**src/rtl/i2cw_pkg.sv**
```systemverilog
package i2cw_pkg;
    localparam int BYTE_W = 8;
    localparam int ADDR_W = 10;
    localparam int BIT_CW = $clog2(BYTE_W);
    localparam logic [4:0] TEN_BIT_PREFIX = 5'b11110;

    typedef enum logic [2:0] {
        ST_IDLE,
        ST_START,
        ST_BIT,
        ST_ACK,
        ST_HOLD,
        ST_HALT,
        ST_STOP
    } seq_state_t;

    typedef logic [1:0] phase_t;
    localparam phase_t PH_LOW_A  = 2'd0;
    localparam phase_t PH_LOW_B  = 2'd1;
    localparam phase_t PH_HIGH_A = 2'd2;
    localparam phase_t PH_HIGH_B = 2'd3;
endpackage

```
**src/rtl/i2cw_clkdiv.sv**
```systemverilog
module i2cw_clkdiv #(
    parameter int DIV_W = 8
) (
    input  logic             clk,
    input  logic             rst_n,
    input  logic [DIV_W-1:0] div,
    output logic             tick
);
    logic [DIV_W-1:0] cnt_q;

    assign tick = (cnt_q >= div);

    always_ff @(posedge clk or negedge rst_n) begin
        if (!rst_n) begin
            cnt_q <= '0;
        end else if (tick) begin
            cnt_q <= '0;
        end else begin
            cnt_q <= cnt_q + 1'b1;
        end
    end


    tick_spacing_chk: assert property (@(posedge clk) disable iff (!rst_n)
        (tick && div != '0) |=> (!tick || div != $past(div)));
endmodule

```
**src/rtl/i2cw_txbuf.sv**
```systemverilog
module i2cw_txbuf
    import i2cw_pkg::*;
(
    input  logic              clk,
    input  logic              rst_n,
    input  logic              wr,
    input  logic [BYTE_W-1:0] wdata,
    input  logic              flush,
    input  logic              take,
    output logic              full,
    output logic [BYTE_W-1:0] data
);
    always_ff @(posedge clk or negedge rst_n) begin
        if (!rst_n) begin
            full <= 1'b0;
            data <= '0;
        end else if (flush) begin
            full <= 1'b0;
        end else if (wr) begin
            full <= 1'b1;
            data <= wdata;
        end else if (take) begin
            full <= 1'b0;
        end
    end
endmodule

```
**src/rtl/i2cw_seq.sv**
```systemverilog
module i2cw_seq
    import i2cw_pkg::*;
(
    input  logic              clk,
    input  logic              rst_n,
    input  logic              tick,
    input  logic [ADDR_W-1:0] tgt_addr,
    input  logic              addr_10b,
    input  logic              start_set,
    input  logic              stop_set,
    input  logic              nack_clr,
    input  logic              sda_in,
    input  logic              buf_full,
    input  logic [BYTE_W-1:0] buf_data,
    output logic              buf_take,
    output logic              buf_drop,
    output logic              scl_oe,
    output logic              sda_oe,
    output logic              busy,
    output logic              start_pend,
    output logic              stop_pend,
    output logic              nack_flag
);
    localparam logic [BIT_CW-1:0] LAST_BIT = BIT_CW'(BYTE_W - 1);

    seq_state_t        st_q, st_d;
    phase_t            ph_q, ph_d;
    logic [BIT_CW-1:0] bit_q, bit_d;
    logic [BYTE_W-1:0] sh_q, sh_d;
    logic [BYTE_W-1:0] h2_q, h2_d;
    logic              h2p_q, h2p_d;
    logic              ackbad_q, ackbad_d;
    logic              start_q, stop_q, nack_q;
    logic              scl_q, sda_q;
    logic              sclr, pclr, nset, decide, go_start;
    logic [BYTE_W-1:0] hdr_first;

    assign hdr_first = addr_10b ? {TEN_BIT_PREFIX, tgt_addr[9:8], 1'b0}
                                : {tgt_addr[6:0], 1'b0};

    always_comb begin
        st_d     = st_q;
        ph_d     = ph_q;
        bit_d    = bit_q;
        sh_d     = sh_q;
        h2_d     = h2_q;
        h2p_d    = h2p_q;
        ackbad_d = ackbad_q;
        buf_take = 1'b0;
        buf_drop = 1'b0;
        sclr     = 1'b0;
        pclr     = 1'b0;
        nset     = 1'b0;
        decide   = 1'b0;
        go_start = 1'b0;
        if (tick) begin
            unique case (st_q)
                ST_IDLE: begin
                    if (start_q) begin
                        go_start = 1'b1;
                    end else if (stop_q) begin
                        pclr = 1'b1;
                    end
                end
                ST_START: begin
                    ph_d = ph_q + 2'd1;
                    if (ph_q == PH_HIGH_B) begin
                        st_d  = ST_BIT;
                        bit_d = '0;
                    end
                end
                ST_BIT: begin
                    ph_d = ph_q + 2'd1;
                    if (ph_q == PH_HIGH_B) begin
                        if (bit_q == LAST_BIT) begin
                            st_d = ST_ACK;
                        end else begin
                            bit_d = bit_q + 1'b1;
                            sh_d  = {sh_q[BYTE_W-2:0], 1'b0};
                        end
                    end
                end
                ST_ACK: begin
                    ph_d = ph_q + 2'd1;
                    if (ph_q == PH_LOW_B) begin
                        ackbad_d = sda_in;
                    end
                    if (ph_q == PH_HIGH_B) begin
                        ph_d = PH_LOW_A;
                        if (ackbad_q) begin
                            nset     = 1'b1;
                            buf_drop = 1'b1;
                            h2p_d    = 1'b0;
                            st_d     = ST_HALT;
                        end else begin
                            decide = 1'b1;
                        end
                    end
                end
                ST_HOLD: begin
                    decide = 1'b1;
                end
                ST_HALT: begin
                    if (stop_q) begin
                        st_d = ST_STOP;
                        ph_d = PH_LOW_A;
                    end else if (start_q) begin
                        go_start = 1'b1;
                    end
                end
                ST_STOP: begin
                    ph_d = ph_q + 2'd1;
                    if (ph_q == PH_HIGH_B) begin
                        st_d = ST_IDLE;
                        pclr = 1'b1;
                        sclr = 1'b1;
                    end
                end
                default: begin
                    st_d = ST_IDLE;
                    ph_d = PH_LOW_A;
                end
            endcase
        end

        if (decide) begin
            ph_d  = PH_LOW_A;
            bit_d = '0;
            if (h2p_q) begin
                sh_d  = h2_q;
                h2p_d = 1'b0;
                st_d  = ST_BIT;
            end else if (buf_full) begin
                sh_d     = buf_data;
                buf_take = 1'b1;
                st_d     = ST_BIT;
            end else if (stop_q) begin
                st_d = ST_STOP;
            end else if (start_q) begin
                go_start = 1'b1;
            end else begin
                st_d = ST_HOLD;
            end
        end

        if (go_start) begin
            st_d  = ST_START;
            ph_d  = PH_LOW_A;
            sclr  = 1'b1;
            sh_d  = hdr_first;
            h2_d  = tgt_addr[7:0];
            h2p_d = addr_10b;
        end
    end

    // state register
    always_ff @(posedge clk or negedge rst_n) begin
        if (!rst_n) begin
            st_q     <= ST_IDLE;
            ph_q     <= PH_LOW_A;
            bit_q    <= '0;
            sh_q     <= '0;
            h2_q     <= '0;
            h2p_q    <= 1'b0;
            ackbad_q <= 1'b0;
            start_q  <= 1'b0;
            stop_q   <= 1'b0;
            nack_q   <= 1'b0;
        end else begin
            st_q     <= st_d;
            ph_q     <= ph_d;
            bit_q    <= bit_d;
            sh_q     <= sh_d;
            h2_q     <= h2_d;
            h2p_q    <= h2p_d;
            ackbad_q <= ackbad_d;
            start_q  <= start_set | (start_q & ~sclr);
            stop_q   <= stop_set | (stop_q & ~pclr);
            nack_q   <= nset | (nack_q & ~nack_clr);
        end
    end

    // bus outputs
    always_ff @(posedge clk or negedge rst_n) begin
        if (!rst_n) begin
            scl_q <= 1'b0;
            sda_q <= 1'b0;
        end else begin
            unique case (st_q)
                ST_IDLE: begin
                    scl_q <= 1'b0;
                    sda_q <= 1'b0;
                end
                ST_START: begin
                    scl_q <= (ph_q == PH_LOW_A);
                    sda_q <= ph_q[1];
                end
                ST_BIT: begin
                    scl_q <= ~ph_q[1];
                    if (ph_q != PH_LOW_A) sda_q <= ~sh_q[BYTE_W-1];
                end
                ST_ACK: begin
                    scl_q <= ~ph_q[1];
                    if (ph_q != PH_LOW_A) sda_q <= 1'b0;
                end
                ST_HOLD, ST_HALT: begin
                    scl_q <= 1'b1;
                end
                ST_STOP: begin
                    scl_q <= ~ph_q[1];
                    if (ph_q == PH_LOW_B || ph_q == PH_HIGH_A) sda_q <= 1'b1;
                    else if (ph_q == PH_HIGH_B) sda_q <= 1'b0;
                end
                default: begin
                    scl_q <= 1'b0;
                    sda_q <= 1'b0;
                end
            endcase
        end
    end

    assign scl_oe     = scl_q;
    assign sda_oe     = sda_q;
    assign busy       = (st_q != ST_IDLE);
    assign start_pend = start_q;
    assign stop_pend  = stop_q;
    assign nack_flag  = nack_q;


    sda_edge_only_in_cond_chk: assert property (@(posedge clk) disable iff (!rst_n)
        (!scl_q && !$past(scl_q) && (sda_q != $past(sda_q)))
        |-> ($past(st_q) == ST_START || $past(st_q) == ST_STOP));


    halt_holds_scl_chk: assert property (@(posedge clk) disable iff (!rst_n)
        (st_q == ST_HALT && $past(st_q) == ST_HALT) |-> scl_q);


    nack_empties_buf_chk: assert property (@(posedge clk) disable iff (!rst_n)
        ($past(st_q) == ST_ACK && st_q == ST_HALT) |-> (!buf_full && nack_q));


    stop_clears_req_chk: assert property (@(posedge clk) disable iff (!rst_n)
        ($past(st_q) == ST_STOP && st_q == ST_IDLE && !$past(stop_set)) |-> !stop_q);


    idle_releases_bus_chk: assert property (@(posedge clk) disable iff (!rst_n)
        (st_q == ST_IDLE && $past(st_q) == ST_IDLE) |-> (!scl_q && !sda_q));
endmodule

```
**src/rtl/i2cw_master.sv**
```systemverilog
module i2cw_master
    import i2cw_pkg::*;
#(
    parameter int DIV_W = 8
) (
    input  logic              clk,
    input  logic              rst_n,
    input  logic [DIV_W-1:0]  div,
    input  logic [ADDR_W-1:0] tgt_addr,
    input  logic              addr_10b,
    input  logic              start_set,
    input  logic              stop_set,
    input  logic              flush_set,
    input  logic              tx_ie,
    input  logic              nack_ie,
    input  logic              nack_clr,
    input  logic              tx_wr,
    input  logic [BYTE_W-1:0] tx_data,
    input  logic              sda_in,
    output logic              scl_oe,
    output logic              sda_oe,
    output logic              busy,
    output logic              start_pend,
    output logic              stop_pend,
    output logic              tx_empty,
    output logic              tx_irq,
    output logic              nack_flag,
    output logic              nack_irq
);
    logic              tick;
    logic              buf_full, buf_take, buf_drop;
    logic [BYTE_W-1:0] buf_data;

    i2cw_clkdiv #(.DIV_W(DIV_W)) u_div (
        .clk   (clk),
        .rst_n (rst_n),
        .div   (div),
        .tick  (tick)
    );

    i2cw_txbuf u_buf (
        .clk   (clk),
        .rst_n (rst_n),
        .wr    (tx_wr),
        .wdata (tx_data),
        .flush (flush_set | buf_drop),
        .take  (buf_take),
        .full  (buf_full),
        .data  (buf_data)
    );

    i2cw_seq u_seq (
        .clk        (clk),
        .rst_n      (rst_n),
        .tick       (tick),
        .tgt_addr   (tgt_addr),
        .addr_10b   (addr_10b),
        .start_set  (start_set),
        .stop_set   (stop_set),
        .nack_clr   (nack_clr),
        .sda_in     (sda_in),
        .buf_full   (buf_full),
        .buf_data   (buf_data),
        .buf_take   (buf_take),
        .buf_drop   (buf_drop),
        .scl_oe     (scl_oe),
        .sda_oe     (sda_oe),
        .busy       (busy),
        .start_pend (start_pend),
        .stop_pend  (stop_pend),
        .nack_flag  (nack_flag)
    );

    assign tx_empty = ~buf_full;
    assign tx_irq   = tx_ie & ~buf_full;
    assign nack_irq = nack_ie & nack_flag;
endmodule

```
**config.mk**
```make
export PLATFORM = sky130hd
export DESIGN_NAME = i2cw_master
export DESIGN_NICKNAME = d
export VERILOG_FILES = /design/src/rtl/i2cw_pkg.sv /design/src/rtl/i2cw_clkdiv.sv /design/src/rtl/i2cw_txbuf.sv /design/src/rtl/i2cw_seq.sv /design/src/rtl/i2cw_master.sv
export SDC_FILE = /design/constraint.sdc
export NUM_CORES = 1
export LEC_CHECK = 0
export BUFFER_PORTS_ARGS = -buffer_cell sky130_fd_sc_hd__buf_2
export CAP_MARGIN = 40
export CORE_AREA = 2 2 102 104
export DETAILED_ROUTE_END_ITERATION = 8
export DIE_AREA = 0 0 104 106
export HOLD_SLACK_MARGIN = 0.06
export SLEW_MARGIN = 10
export SYNTH_ARGS = -nofsm -noshare
export SYNTH_HDL_FRONTEND = slang
export SYNTH_SLANG_ARGS = --single-unit
```
**constraint.sdc**
```tcl
create_clock -name clk -period 3.5 [get_ports clk]
set_clock_uncertainty 0.05 [all_clocks]
set_input_delay 0.7 -clock clk [delete_from_list [all_inputs] [get_ports clk]]
set_output_delay 0.7 -clock clk [all_outputs]
set_load 0.01 [all_outputs]
```
Yosys cells after proc, flatten, opt, wreduce, memory -nomap -nowiden
Index checks and enable logic that the tools add are counted.

Reductions and logical operators: 18. Mux-type cells: 81. Add/subtract/negate cells: 3. Div/mod/pow operators: 0. Magnitude comparators: 1. Shift-type cells: 0. Bitwise operators: 17. Equality and inequality tests: 18. $mul: 0.

Operator list (count): $mux W8 (10); $mux W3 (19); $mux W1 (39); $pmux W3 S6 (1); $eq A3 B3 Y1 const B (4); $ne A3 B1 Y1 const B (4); $reduce_bool A3 Y1 (4); $mux W2 (5); $add A8 B1 Y8 const B (1); $ge A8 B8 Y1 (1); $not A1 Y1 (8); $pmux W2 S4 (1); $eq A3 B2 Y1 const B (2); $pmux W1 S2 (3); $pmux W3 S2 (1); $reduce_and A3 Y1 (2); $reduce_or A3 Y1 (2); $and A1 B1 Y1 (5); $pmux W1 S5 (1); $reduce_and A5 Y1 (1); $eq A2 B2 Y1 const B (2); $ne A2 B1 Y1 const B (2); $ne A4 B1 Y1 const B (1); $or A1 B1 Y1 (4); other kinds (13) (15).

Memories kept: 0. RAM bits: 0. Bits in latches: 0. Word-level logic and storage cells: 153. Memory bits (read-only): 0. Input port bits: 37. Output and inout port bits: 9. Bits in registers: 48.

Logic depth before layout (Yosys ltp)
Word-level depth: 13. Mapped depth: 9. Gate-level depth less buffers: 7.

Modules after synthesis
From an unflattened synthesis, not the netlist that was laid out.

Cell total of the unflattened synthesis: 274. Area total of the unflattened synthesis: 2909.0 sq um.

By module, submodules not included: i2cw_seq (area an instance 1945.6 sq um, times used 1, seq. area each 775.7 sq um, cells each 194); i2cw_clkdiv (area an instance 555.5 sq um, times used 1, seq. area each 200.2 sq um, cells each 54); i2cw_txbuf (area an instance 385.4 sq um, times used 1, seq. area each 225.2 sq um, cells each 22); i2cw_master (area an instance 22.5 sq um, times used 1, seq. area each 0.0 sq um, cells each 4).

Worst setup path after synthesis
No wires, ideal clock.

Kind: input to register. From: input port div[2]. To: register u_seq.ph_q[0]. Buffers on the path: 1. Required time: 3.325 ns. Setup time: 0.125 ns. Slack: 1.194 ns. Data arrival time: 2.131 ns. Stages: 8. Cell sequence: inv_1 -> ha_1 -> a31oi_1 -> nor2b_1 -> o21a_1 -> buf_2 -> o22ai_1 -> mux2_2.

Word-level cells in the longest chain between the ends: 9. Elaborated cells between the ends (all ways): 14. Classes of those cells: order compare: 1; eq/ne: 2; mux: 9; reduce/logical: 2.

Ends and longest elaborated chain: start: declaration (RTL line i2cw_master.sv:8) `input logic [DIV_W-1:0] div,`; $ge A8 B8 Y1 * (RTL line i2cw_clkdiv.sv:11) `assign tick = (cnt_q >= div);`; $mux W1 (RTL line i2cw_seq.sv:56) `if (tick) begin`; $mux W1 (RTL line i2cw_seq.sv:139) `end else if (start_q) begin`; $mux W1 (RTL line i2cw_seq.sv:137) `end else if (stop_q) begin`; $mux W1 (RTL line i2cw_seq.sv:133) `end else if (buf_full) begin`; $mux W1 (RTL line i2cw_seq.sv:129) `if (h2p_q) begin`; $mux W1 (RTL line i2cw_seq.sv:126) `if (decide) begin`; $ne A4 B1 Y1 (no source line) (tied with other cells); $reduce_and A3 Y1 (no source line); end signal: assignment (RTL line i2cw_seq.sv:171) `ph_q <= ph_d;`; end: declaration (RTL line i2cw_seq.sv:27) `phase_t ph_q, ph_d;`.

Every way passes the cells marked *; elsewhere a longest branch is shown, timed or not. A chain may end at the register's enable or synchronous reset.

Worst setup path after layout
From: register u_seq.ph_q[0]. To: register u_seq.h2_q[6].

Word-level cells in the longest chain between the ends: 5.

Ends and longest elaborated chain: $eq A2 B2 Y1 (RTL line i2cw_seq.sv:88) `if (ph_q == PH_HIGH_B) begin`; $mux W1 (RTL line i2cw_seq.sv:88); $pmux W1 S2 (RTL line i2cw_seq.sv:57) `unique case (st_q)`; $mux W1 (RTL line i2cw_seq.sv:56); $mux W1 (RTL line i2cw_seq.sv:126); end signal: assignment (RTL line i2cw_seq.sv:163) `h2_q <= '0;`; end signal: assignment (RTL line i2cw_seq.sv:174) `h2_q <= h2_d;`; end: declaration (RTL line i2cw_seq.sv:30) `logic [BYTE_W-1:0] h2_q, h2_d;`.

Every way passes these cells.

==> results.md <==
- Status: completed
- Grt met3 use: approximately 2.8%
- Hpwl dp: 5.421 mm
- Largest net degree at the start of global routing: 27
- Reg-to-Reg End: u_seq.h2_q[6]
- Reg2reg start: u_seq.ph_q[0]
- CTS clk-pin slew, worst paths: 0.09 ns
- Starting Density: 29.32%
- Seq/Total Area, Yosys: 40.97%
- Core ar.: 0.01000 mm^2
- Final setup margin: 0.8484 ns
- Post-Syn Area: 0.002932 mm^2
- Syn-to-layout area delta: 16.05%
- Pins Over Slew Limit: 0
- Synthesis warning total: 0
- Final Routed Wirelength: 7.231 mm
- DRT antenna net count: 0
- Clk buf depth: 2
- # Max-Cap Violations: 0
- RD Place Congestion: 0.8723
- Worst Path Arrival: 2.80 ns
- Initial antenna violation count: 0
- Io pins: 46
- Post-CTS Setup Inserts: 0
- H-tree Lvls: 2
- Tmin final: 2.652 ns
- DP Worst Slack: 0.6008 ns
- Setup violators final: 0
- DRT iter0 DRCs: ~150
- Global-route wire length before repair: between 10 and 15 mm
- FF-to-FF setup slack: 0.85 ns
- Ys async rst share: 100.0%
- Most used DFF post-synth: dfrtp_1
- Worst relative slew slack: a little under three fifths
- CTS tree: done
- Met1 Track Usage GR: 19.14%
- Most common cell after layout, fill and taps aside: dfrtp_1
- Grt total ovfl: 0
- FF+latch count, synth: 48
- Clock Latency Late Sink: 0.31 ns
- EDFF count, synth: 0
- Reg2Reg Depth: 7
- Detailed Routing Iterations Pass 1: 4
- Rows: 37
- Final core occ: 34.02%
- Clk sink count: between 40 and 50
- Critical Path RT: 3.65 ns
- Most frequent cells in the layout: dfrtp_1, buf_2, inv_1
- Die width: around 100 um
- DR vias: between 2,000 and 2,500
- Fin nets: 381
- Final Hold Slack: 0.3141 ns
- Setup TNS: 0 ns
- Post-cts resize count: 0
- Vias per cell: 5.131
- Yosys cell types: 57
- RSZ-0062 raised after global routing: false
- DR WL/cell: between 15 and 20 um
- Worst slew pin tran: approximately 0.65 ns
- Die height: between 100 and 150 um
- CP endpoint kind: flip-flop
- M2 GR Usage: 20.86%
- Tcrit/Tclk final: 75.76%
- Drt drc: 0
- Filler Cell Count: about 1,000
- Num CTS Buffers: 5
- Max Freq: 377.1 MHz
- GR peak layer: met2
- Worst Hold Class: in2async
- Antenna Cells: 0
- Share of cells above drive strength 1: 28.40%
- Leak Pwr: 1.551 nW
- Die area: approximately 0.011 mm^2
- Root Driver: clkbuf_8
- Vias in the first global route: 2,358
- Hold Vio Cnt, Final: 0
- # port buffers: 45
- Post-CTS Hold Buffers: 0
- Syn Area/Cell: 10.18 um^2
- Syn Inst Count: 288
- Post-Synthesis Net Count: ~340
- CP Max Fanout: 10
- GRT Total Usage: between 10% and 20%
- Crit path kind: reg2reg
- Power density over the cells: 654.4 mW/mm^2
- Maximum vdd ir drop: between 0.2 and 0.3 mV
- Worst Setup Start Kind: flip-flop
==> how the worst max path moves through the flow <==
stage                        startpoint            end  cells past startpoint
final                     u_seq.ph_q[0]  u_seq.h2_q[6]                      7
after global routing      u_seq.st_q[2]  u_seq.h2_q[4]                      5
after CTS                 u_seq.st_q[2]  u_seq.h2_q[1]                      5
after detailed placement         div[2]  u_seq.h2_q[0]                      8
after global placement           div[2]  u_seq.h2_q[3]                      8
after floorplan                  div[2]  u_seq.ph_q[0]                      8
==> state kept, by name (all words and copies together), names as in the netlist <==
register / flops
u_buf.data: 8
u_buf.full: 1
u_div.cnt_q: 8
u_seq.ackbad_q: 1
u_seq.bit_q: 3
u_seq.h2_q: 8
u_seq.h2p_q: 1
u_seq.nack_flag: 1
u_seq.ph_q: 2
u_seq.scl_oe: 1
u_seq.sda_oe: 1
u_seq.sh_q: 8
u_seq.st_q: 3
u_seq.start_pend: 1
u_seq.stop_pend: 1
==> cell usage after synthesis (2+ instances only) <==
cell / number / area share [%]
o21ai_0: 13 / 2.2
xor2_1: 4 / 1.2
a31oi_1: 4 / 0.85
nor3_1: 3 / 0.51
mux2_4: 8 / 4.1
a21oi_1: 11 / 1.9
nor4_1: 2 / 0.43
nand2_1: 12 / 1.5
or3_1: 2 / 0.43
o211ai_1: 4 / 1.0
a21o_1: 2 / 0.51
a311o_1: 2 / 0.68
o22ai_1: 10 / 2.1
a21oi_2: 2 / 0.60
mux2_2: 14 / 5.4
nand3_1: 9 / 1.5
buf_2: 4 / 0.68
o21a_1: 2 / 0.51
and3_1: 2 / 0.43
or2_2: 4 / 0.85
buf_1: 3 / 0.38
a22oi_1: 2 / 0.51
nor3b_1: 2 / 0.51
nand2b_1: 3 / 0.64
a22o_1: 8 / 2.4
o2111ai_1: 2 / 0.60
buf_6: 4 / 1.5
nor2b_1: 8 / 1.7
a222oi_1: 5 / 1.7
inv_1: 23 / 2.9
xnor2_1: 2 / 0.60
o2bb2ai_1: 2 / 0.60
and2_1: 4 / 0.85
dfrtp_1: 48 / 41
nor2_1: 16 / 2.0
ha_1: 14 / 6.0
o21ai_1: 2 / 0.34
clkbuf_1: 6 / 0.77
a211o_1: 2 / 0.60
==> worst max-delay path, cell delays in order, from the launching register on <==
cell	delay (ns)
dfrtp_1	0.43
ha_1	0.17
buf_4	0.16
and4b_1	0.48
a22oi_2	0.13
a21oi_2	0.19
o21a_1	0.56
mux2_4	0.35
==> area by class of cell <==
cell class | count | area, um^2 | share of cell area, %
Sequential cell | 48 | 1201 | 35.31
Clock buffer | 6 | 82.58 | 2.427
Timing Repair Buffer | 52 | 277.8 | 8.165
Multi-Input combinational cell | 200 | 1545 | 45.42
Tap cell | 136 | 170.2 | 5.002
Clock inverter | 2 | 38.79 | 1.140
Inverter | 23 | 86.33 | 2.538
==> where the power goes <==
group / switching [mW] / leakage [nW] / internal (mW) / total (mW)
logic: 0.461 / 0.899 / 0.431 / 0.892
clock network: 0.196 / 0.0614 / 0.234 / 0.430
registers: 0.172 / 0.590 / 0.733 / 0.904
total: 0.829 / 1.55 / 1.40 / 2.23
==> cells by family (layout without fill, tap and decap cells) <==
logic type / after synthesis / after routing / share of synthesized area [%]
compound gates: 85 / 85 / 22.11
simple gates: 72 / 72 / 13.02
flops: 48 / 48 / 40.97
buf+inv: 40 / 83 / 6.316
mux: 23 / 23 / 9.817
fa+ha+maj: 14 / 14 / 5.975
xor+xnor: 6 / 6 / 1.793
==> stage by stage <==
step / cell area, um^2 / cells / total power, mW
final: 3402 / 467 / 2.226
after global routing: 3402 / 467 / 2.388
after CTS: 3402 / 467 / 2.238
after detailed placement: 3281 / 459 / 1.800
after global placement: 3281 / 459 / 1.764
after floorplan: 2932 / 288 / 1.558
==> metal layers <==
| metal | vias to the layer above | share of wire [%] |
|---|---|---|
| met3 | 4 | 5.7 |
| met5 | - | 0 |
| met4 | 0 | 1.0 |
| met2 | 90 | 46 |
| met1 | 1167 | 47 |
| li1 | 1135 | - |
(Power assumes the default switching activity.)
